===== config.mk =====
export PLATFORM = sky130hd
export DESIGN_NAME = tick_watchdog
export DESIGN_NICKNAME = d
export VERILOG_FILES = /design/src/rtl/wdt_pkg.sv /design/src/rtl/wdt_regbus.sv /design/src/rtl/wdt_timebase.sv /design/src/rtl/wdt_counter.sv /design/src/rtl/wdt_pulse.sv /design/src/rtl/tick_watchdog.sv
export SDC_FILE = /design/constraint.sdc
export NUM_CORES = 1
export LEC_CHECK = 0
export ABC_AREA = 1
export BUFFER_PORTS_ARGS = -buffer_cell sky130_fd_sc_hd__buf_4
export CAP_MARGIN = 40
export CORE_MARGIN = 3
export CORE_UTILIZATION = 40
export CTS_CLUSTER_DIAMETER = 150
export DETAILED_ROUTE_END_ITERATION = 8
export GPL_TIMING_DRIVEN = 1
export PLACE_DENSITY = 0.65
export SYNTH_ARGS = -nofsm -noshare
export SYNTH_HDL_FRONTEND = slang
export SYNTH_SLANG_ARGS = --single-unit
export TNS_END_PERCENT = 1

===== constraint.sdc =====
create_clock -name clk -period 2.5 [get_ports clk]
set_input_delay 0 -clock clk [delete_from_list [all_inputs] [get_ports clk]]
set_output_delay 0 -clock clk [all_outputs]
set_load 0.01 [all_outputs]

===== src/rtl/wdt_pkg.sv =====
`timescale 1ns/1ps
package wdt_pkg;
  localparam int CNT_W  = 16;
  localparam int BYTE_W = 8;

  // Configuration byte, bit 7 down to bit 0.
  typedef struct packed {
    logic       sec_unit;   // 1 = seconds, 0 = minutes
    logic       kbrst_en;   // reset output enable
    logic       event_en;   // interrupt event enable
    logic       pgood_en;   // power-good drop enable
    logic [3:0] route;      // interrupt routing
  } wdt_cfg_t;
endpackage


===== src/rtl/wdt_regbus.sv =====
`timescale 1ns/1ps
module wdt_regbus
  import wdt_pkg::*;
#(
  parameter int ADDR_W = 8,
  parameter int BASE   = 'h71
) (
  input  logic                 clk,
  input  logic                 rst_n,
  input  logic                 bus_valid,
  input  logic                 bus_write,
  input  logic [ADDR_W-1:0]    bus_addr,
  input  logic [BYTE_W-1:0]    bus_wdata,
  output logic                 rsp_valid,
  output logic [BYTE_W-1:0]    rsp_data,
  input  logic [CNT_W-1:0]     cnt_i,
  input  logic                 expire_i,
  output wdt_cfg_t             cfg_o,
  output logic                 status_o,
  output logic                 load_o,
  output logic [CNT_W-1:0]     load_val_o,
  output logic                 restart_o
);
  localparam logic [ADDR_W-1:0] A_CTRL = ADDR_W'(BASE);
  localparam logic [ADDR_W-1:0] A_CFG  = ADDR_W'(BASE + 1);
  localparam logic [ADDR_W-1:0] A_LO   = ADDR_W'(BASE + 2);
  localparam logic [ADDR_W-1:0] A_HI   = ADDR_W'(BASE + 3);

  logic              wr_ctrl, wr_cfg, wr_lo, wr_hi, rd_acc;
  logic [BYTE_W-1:0] hi_shadow;
  logic [BYTE_W-1:0] rd_mux;

  assign wr_ctrl = bus_valid && bus_write && (bus_addr == A_CTRL);
  assign wr_cfg  = bus_valid && bus_write && (bus_addr == A_CFG);
  assign wr_lo   = bus_valid && bus_write && (bus_addr == A_LO);
  assign wr_hi   = bus_valid && bus_write && (bus_addr == A_HI);
  assign rd_acc  = bus_valid && !bus_write;

  always_ff @(posedge clk) begin
    if (!rst_n) begin
      cfg_o     <= '0;
      hi_shadow <= '0;
      status_o  <= 1'b0;
    end else begin
      if (wr_cfg) cfg_o <= wdt_cfg_t'(bus_wdata);
      if (wr_hi)  hi_shadow <= bus_wdata;
      if (expire_i)
        status_o <= 1'b1;
      else if (wr_ctrl && !bus_wdata[0])
        status_o <= 1'b0;
    end
  end

  assign load_o     = wr_lo;
  assign load_val_o = {hi_shadow, bus_wdata};
  assign restart_o  = wr_lo || wr_cfg;

  always_comb begin
    rd_mux = '0;
    if (bus_addr == A_CTRL)      rd_mux = {{(BYTE_W-1){1'b0}}, status_o};
    else if (bus_addr == A_CFG)  rd_mux = cfg_o;
    else if (bus_addr == A_LO)   rd_mux = cnt_i[BYTE_W-1:0];
    else if (bus_addr == A_HI)   rd_mux = cnt_i[CNT_W-1:BYTE_W];
  end

  always_ff @(posedge clk) begin
    if (!rst_n) begin
      rsp_valid <= 1'b0;
      rsp_data  <= '0;
    end else begin
      rsp_valid <= rd_acc;
      if (rd_acc) rsp_data <= rd_mux;
    end
  end
endmodule


===== src/rtl/wdt_timebase.sv =====
`timescale 1ns/1ps
module wdt_timebase #(
  parameter int DIV = 60
) (
  input  logic clk,
  input  logic rst_n,
  input  logic sec_tick,
  input  logic sec_unit,
  input  logic restart,
  output logic unit_tick
);
  localparam int PW = (DIV > 1) ? $clog2(DIV) : 1;
  localparam logic [PW-1:0] LAST = PW'(DIV - 1);

  logic [PW-1:0] pre_q;

  always_ff @(posedge clk) begin
    if (!rst_n || restart)
      pre_q <= '0;
    else if (sec_tick)
      pre_q <= (pre_q == LAST) ? '0 : pre_q + 1'b1;
  end

  assign unit_tick = sec_unit ? sec_tick : (sec_tick && (pre_q == LAST));
endmodule


===== src/rtl/wdt_counter.sv =====
`timescale 1ns/1ps
module wdt_counter
  import wdt_pkg::*;
(
  input  logic             clk,
  input  logic             rst_n,
  input  logic             unit_tick,
  input  logic             load,
  input  logic [CNT_W-1:0] load_val,
  output logic [CNT_W-1:0] cnt_o,
  output logic             expire_o
);
  localparam logic [CNT_W-1:0] ONE = CNT_W'(1);

  assign expire_o = unit_tick && !load && (cnt_o == ONE);

  always_ff @(posedge clk) begin
    if (!rst_n)
      cnt_o <= '0;
    else if (load)
      cnt_o <= load_val;
    else if (unit_tick && (cnt_o != '0))
      cnt_o <= cnt_o - ONE;
  end
endmodule


===== src/rtl/wdt_pulse.sv =====
`timescale 1ns/1ps
module wdt_pulse #(
  parameter int PULSE_LEN = 16
) (
  input  logic clk,
  input  logic rst_n,
  input  logic trigger,
  output logic active
);
  localparam int CW = $clog2(PULSE_LEN + 1);
  localparam logic [CW-1:0] LEN = CW'(PULSE_LEN);

  logic [CW-1:0] left_q;

  always_ff @(posedge clk) begin
    if (!rst_n)
      left_q <= '0;
    else if (left_q != '0)
      left_q <= left_q - 1'b1;
    else if (trigger)
      left_q <= LEN;
  end

  assign active = (left_q != '0);
endmodule


===== src/rtl/tick_watchdog.sv =====
`timescale 1ns/1ps
module tick_watchdog
  import wdt_pkg::*;
#(
  parameter int ADDR_W    = 8,
  parameter int BASE      = 'h71,
  parameter int MIN_DIV   = 60,
  parameter int PULSE_LEN = 16
) (
  input  logic              clk,
  input  logic              rst_n,
  input  logic              sec_tick,
  input  logic              bus_valid,
  output logic              bus_ready,
  input  logic              bus_write,
  input  logic [ADDR_W-1:0] bus_addr,
  input  logic [7:0]        bus_wdata,
  output logic              rsp_valid,
  output logic [7:0]        rsp_data,
  output logic              kbrst_o,
  output logic              pgood_drop_o,
  output logic              irq_o,
  output logic [3:0]        irq_route_o,
  output logic              expired_o,
  output logic              running_o
);
  wdt_cfg_t         cfg_q;
  logic             status_q;
  logic             load_en;
  logic [CNT_W-1:0] load_val;
  logic             restart;
  logic             unit_tick;
  logic [CNT_W-1:0] cnt_val;
  logic             expire;
  logic             pulse_on;

  assign bus_ready = 1'b1;

  wdt_regbus #(.ADDR_W(ADDR_W), .BASE(BASE)) u_regs (
    .clk(clk), .rst_n(rst_n),
    .bus_valid(bus_valid), .bus_write(bus_write),
    .bus_addr(bus_addr), .bus_wdata(bus_wdata),
    .rsp_valid(rsp_valid), .rsp_data(rsp_data),
    .cnt_i(cnt_val), .expire_i(expire),
    .cfg_o(cfg_q), .status_o(status_q),
    .load_o(load_en), .load_val_o(load_val), .restart_o(restart)
  );

  wdt_timebase #(.DIV(MIN_DIV)) u_tb (
    .clk(clk), .rst_n(rst_n), .sec_tick(sec_tick),
    .sec_unit(cfg_q.sec_unit), .restart(restart), .unit_tick(unit_tick)
  );

  wdt_counter u_cnt (
    .clk(clk), .rst_n(rst_n), .unit_tick(unit_tick),
    .load(load_en), .load_val(load_val),
    .cnt_o(cnt_val), .expire_o(expire)
  );

  wdt_pulse #(.PULSE_LEN(PULSE_LEN)) u_pulse (
    .clk(clk), .rst_n(rst_n), .trigger(expire), .active(pulse_on)
  );

  assign kbrst_o      = pulse_on && cfg_q.kbrst_en;
  assign pgood_drop_o = pulse_on && cfg_q.pgood_en;
  assign irq_o        = pulse_on && cfg_q.event_en && (cfg_q.route != 4'h0);
  assign irq_route_o  = cfg_q.route;
  assign expired_o    = status_q;
  assign running_o    = (cnt_val != '0);
endmodule


* Word level (Yosys, flattened, before mapping)
Index checks and enable logic that the tools add are counted.
W data, S select, Z words.
** Cells by class
- $add $sub $neg :: 3
- Equal/unequal tests :: 6
- Mux-type cells :: 12
- Reduce and logical (&&, ||, !) cells :: 27
** Operators with widths (count)
- $eq A8 B7 Y1 const B :: 4
- $mux W16 :: 2
- $mux W8 :: 4
- $eq A16 B1 Y1 const B :: 1
- $reduce_bool A16 Y1 :: 1
- $sub A16 B1 Y16 const B :: 1
- $logic_and A1 B1 Y1 :: 15
- $mux W5 :: 2
- $add A6 B1 Y6 const B :: 1
- $eq A6 B6 Y1 const B :: 1
- $mux W6 :: 1
- $reduce_bool A2 Y1 :: 3
- $reduce_bool A5 Y1 :: 1
- $sub A5 B1 Y5 const B :: 1
- $logic_not A1 Y1 :: 4
- $reduce_bool A4 Y1 :: 1
- $mux W1 :: 3
- $logic_or A1 B1 Y1 :: 2
** Storage, ports and cells
- Flip-flop bits (word level) :: 53
- Input port bits :: 21
- Output and inout port bits :: 19
- Logic and storage cells :: 60

* Longest topological paths before layout
- Depth in word-level cells :: 7
- Mapped depth :: 11
- Gate-level depth less buffers :: 11

* Cells and area by module
Synthesis repeated with hierarchy kept, for this count alone.
** Second synthesis, totals
- Cells, all modules :: 494
- Area, all modules :: 3275.6 um^2
** Modules (own cells, without submodules)
- wdt_regbus :: times used 1, cells each 188, area each 1405.1 um^2, seq. area each 520.5 um^2
- wdt_counter :: times used 1, cells each 202, area each 1213.7 um^2, seq. area each 320.3 um^2
- wdt_timebase :: times used 1, cells each 47, area each 312.8 um^2, seq. area each 120.1 um^2
- wdt_pulse :: times used 1, cells each 32, area each 245.2 um^2, seq. area each 100.1 um^2
- tick_watchdog :: times used 1, cells each 25, area each 98.8 um^2, seq. area each 0.0 um^2

* Worst setup path before layout
OpenSTA, ideal clock, no wires.
- Path type :: flip-flop to flip-flop
- Start :: register u_cnt.cnt_o[0]
- End :: register u_cnt.cnt_o[4]
- Library setup time :: 0.136 ns
- Arrival :: 1.310 ns
- Data required time :: 2.364 ns
- Slack :: 1.054 ns
- Stages on the path, launching flop included :: 11
- Path buffers :: 0
- Clock period less this slack :: 1.446 ns
- Cells stage by stage :: dfxtp_1 inv_1 ha_1 nand2_4 nor2_4 nand2_4 nand2_8 nand2_4 clkinv_4 nand2_1 a21oi_2
** On the way
- Longest elaborated chain between the ends :: 3
- Elaborated cells between the ends (all ways) :: 6
- Those cells by class :: add/sub: 1; mux: 2; reduce/logical: 3
** Ends and longest elaborated chain
- start: declaration :: line wdt_counter.sv:10 : output logic [CNT_W-1:0] cnt_o,
- start signal: assignment :: line wdt_counter.sv:21 : cnt_o <= load_val;
- start signal: assignment :: line wdt_counter.sv:23 : cnt_o <= cnt_o - ONE;
- $sub A16 B1 Y16 or $reduce_bool A16 Y1 (tied branches) :: line wdt_counter.sv:23, wdt_counter.sv:22
- $mux W16 or $logic_and A1 B1 Y1 (tied branches) :: line wdt_counter.sv:22 : else if (unit_tick && (cnt_o != '0))
- $mux W16 or $reduce_bool A2 Y1 (tied branches)
Parallel ways exist; a longest one is shown, timed or not. The select of a mux whose other input is x is not followed.
A chain may end at the register's enable or synchronous reset.

* Final worst setup path
- Start :: register u_cnt.cnt_o[0]
- End :: register u_cnt.cnt_o[15]
The elaborated chain is that of the path after synthesis.

==> impl_metrics.csv <==
group,metric,value,unit
run,maxCapViolations,0,
pwr,cellLeakagePower,0.00158,uW
drt,drt_iter0_markers,189,
clock_network,cts_made_buffers,5,
cells_and_area,stdcell_count,586,
place,io_buffers,38,
sta,setup_tns,0,ps
critical_path,worst_setup_path_end_kind,"flop",
drt,drc,0,
critical_path,cp.arrival,1890,ps
drt,viasPerCell,4.86,
global_routing,antenna_found_initial,0,
floorplan,die_w,93.4,um
critical_path,start_kind,"flop",
cells_and_area,area_delta_synth_final,17.6,%
pwr,p_per_area,489,nW/um2
cells_and_area,fin_nets,511,
synthesis,avgSynthCellArea,6.85,um2
sta,fmax,610,MHz
sta,tightest_slew,506,ps
drt,drt_pre_antenna_iters,4,
critical_path,regToRegStartpoint,"u_cnt.cnt_o[0]$_SDFFE_PN0P_",
sta,finalSetupViolCount,0,
clock_network,cts.sinks,53,
clock_network,clk_path_buf_depth,2,
critical_path,crit_type,"reg -> reg",
synthesis,yosysWarnings,0,
status,outcome,"completed",
sta,finalMaxSlewViolations,0,
place,gp_congestion,0.892,
pwr,vdd_drop_max,0.000251,V
floorplan,start_util,41.7,%
drt,vias,2846,
clock_network,clk-insertion-delay-late,320,ps
critical_path,rr_endpoint,"u_cnt.cnt_o[15]$_SDFFE_PN0P_",
clock_network,clkSlewWorstSetupHoldPaths,110,ps
clock_network,clock-root-buffer,"clkbuf_8",
clock_network,cts_resized,0,
worst_hold_path,hold_class,"in -> reg",
sta,period_needed,1640,ps
global_routing,grt.overflow.total,0,
place,placed_cells,570,
synthesis,syn_area,3060,um2
floorplan,ios,40,
synthesis,synthDistinctLibCells,34,
critical_path,cp_data_required_time,2750,ps
global_routing,grt_pass1_wl,12500,um
global_routing,grt_pass1_vias,2600,
sta,skew,12.9,ps
drt,final_antenna_net_count,0,
floorplan,die_h,93.4,um
global_routing,grt_use_total,18.3,%
critical_path,crit_end,"u_cnt.cnt_o[15]$_SDFFE_PN0P_",
synthesis,seq_area_frac_synth,34.7,%
worst_hold_path,whs_path_depth,3,
critical_path,crit_fanout,9,
synthesis,syn_nets,471,
floorplan,num_rows,31,
sta,rsz0062_at_grt,"no",
drt,drt-total-wl,7710,um
drt,wl_per_cell,13.2,um
critical_path,r2r_cells,9,
place,dp_hpwl,6010,um
global_routing,grt_max_degree,27,
sta,post-route-period-util,65.6,%
cells_and_area,antennaDiodeCount,0,
clock_network,ctsHtreeMaxLevel,2,
worst_hold_path,holdCritStartpoint,"rst_n",
synthesis,synth_cells,446,
critical_path,rrSetupSlack,860,ps
clock_network,cts_tree,"done",
floorplan,core-area,7330,um2
floorplan,die_area,8720,um2
sta,worst_slew_margin_rel,66.2,%
critical_path,crit_start,"u_cnt.cnt_o[0]$_SDFFE_PN0P_",
cells_and_area,drive_gt1_share,18.1,%
sta,hold_viol,0,
synthesis,synth_seq_cells,53,
## cell type report
cell class / instances / area, um2
Clock inverter: 3 / 47.5
Inverter: 64 / 245
Timing Repair Buffer: 47 / 380
Fill cell: 728 / 3740
Clock buffer: 5 / 68.8
Multi-Input combinational cell: 315 / 1670
Sequential cell: 53 / 1060
Tap cell: 99 / 124
## what timing repair did
action,4_1_cts,5_1_grt
hold buffers,8,0
buffers inserted,0,0
endpoints found under the hold margin,14,0
## cell families (layout without fill, tap and decap cells)
logic type | count (synthesis) | in the layout | synth area share, %
xor gates and xnor gates | 12 | 12 | 3.44
buffers and inverters | 78 | 119 | 10.8
other | 1 | 1 | 0.123
and+or+nand+nor | 213 | 213 | 34.4
adders and majority gates | 4 | 4 | 1.64
DFF | 53 | 53 | 34.7
AOI/OAI and AO/OA | 85 | 85 | 14.9
## routing by layer
layer	vias to the layer above	part of all wire, %	track usage, %
met2	74	44	28.6
met1	1262	47	24.8
met3	15	6.6	3.78
met4	0	2.2	7.08
met5	-	0	0
li1	1495	-	-
## synth_stat cells
| cell type | n | area [um2] |
|---|---|---|
| nand2_8 | 1 | 20.0 |
| conb_1 | 1 | 3.75 |
| clkinv_4 | 1 | 8.76 |
| buf_2 | 4 | 20.0 |
| a21oi_2 | 6 | 52.6 |
| nor2_4 | 8 | 90.1 |
| nand3_4 | 2 | 35.0 |
| nor2_1 | 58 | 218 |
| nor4_1 | 1 | 6.26 |
| buf_6 | 1 | 11.3 |
| buf_4 | 5 | 37.5 |
| ha_1 | 4 | 50.1 |
| o21ai_1 | 5 | 25.0 |
| nand3b_4 | 1 | 20.0 |
| a21boi_0 | 1 | 7.51 |
| a21oi_1 | 37 | 185 |
| xnor2_1 | 5 | 43.8 |
| dfxtp_1 | 53 | 1060 |
| xor2_1 | 7 | 61.3 |
| inv_2 | 5 | 18.8 |
| nand4_1 | 4 | 25.0 |
| nand2_4 | 5 | 56.3 |
| nor2_2 | 5 | 31.3 |
| o211ai_1 | 2 | 15.0 |
| clkbuf_1 | 4 | 15.0 |
| o21ai_0 | 33 | 165 |
| inv_1 | 57 | 214 |
| nand2_2 | 6 | 37.5 |
| clkinv_1 | 1 | 3.75 |
| nand2_1 | 86 | 323 |
| o22ai_1 | 1 | 6.26 |
| nand4_2 | 1 | 12.5 |
| nor3_1 | 6 | 30.0 |
| nand3_1 | 29 | 145 |
## worst min-delay path by stage
stage                                      to  slack, ps
2_1_floorplan      u_tb.pre_q[1]$_SDFFE_PP0P_        140
4_1_cts        u_pulse.left_q[4]$_SDFFE_PN0P_         20
3_3_place_gp       u_tb.pre_q[1]$_SDFFE_PP0P_        290
6_report       u_pulse.left_q[4]$_SDFFE_PN0P_         40
3_5_place_dp       u_tb.pre_q[1]$_SDFFE_PP0P_        300
5_1_grt        u_pulse.left_q[4]$_SDFFE_PN0P_         40
## stage by stage
| step | power [uW] | setup WS [ps] | cell area [um2] | utilization (%) | hold WS, ps |
|---|---|---|---|---|---|
| finish | 1760 | 861 | 3590 | 49.0 | 35.2 |
| CTS | 1770 | 851 | 3590 | 49.0 | 22.9 |
| floorplan | 1080 | 1050 | 3060 | - | 137 |
| detailed placement | 1150 | 874 | 3400 | 46.3 | 301 |
| global route | 1840 | 712 | 3590 | 49.0 | 44.6 |
| global placement | 1140 | 926 | 3380 | 46.1 | 290 |
## cells in the final DEF, fill, tap and decap left out, types with 6 or more instances in the layout
cell            n
o21ai_0        33
inv_1          57
nand2_2         6
nand3_1        29
nor3_1          6
dfxtp_1        53
nand2_1        86
a21oi_2         6
a21oi_1        37
buf_4          38
nor2_1         58
dlygate4sd3_1   8
xor2_1          7
nor2_4          8
## critical path: stages, from the launching register on
cell	delay, ps
dfxtp_1	420
inv_1	110
ha_1	270
nand2_4	130
nor2_4	50
nand2_4	100
nand3_4	130
inv_2	140
o21ai_1	80
a21oi_1	150
## where the power goes
part | leakage [uW] | switching (uW) | internal (uW)
Combinational | 0.00109 | 135 | 103
Sequential | 0.000428 | 23.2 | 876
Clock | 0.0000591 | 312 | 306
## state kept, by name (all words and copies together) (netlist names)
signal / cells
u_tb.pre_q: 6
u_pulse.left_q: 5
u_regs.hi_shadow: 8
u_regs.cfg_o: 8
u_cnt.cnt_o: 16
u_regs.status_o: 1
u_regs.rsp_data: 8
u_regs.rsp_valid: 1
Power figures use the tool's default switching activity.
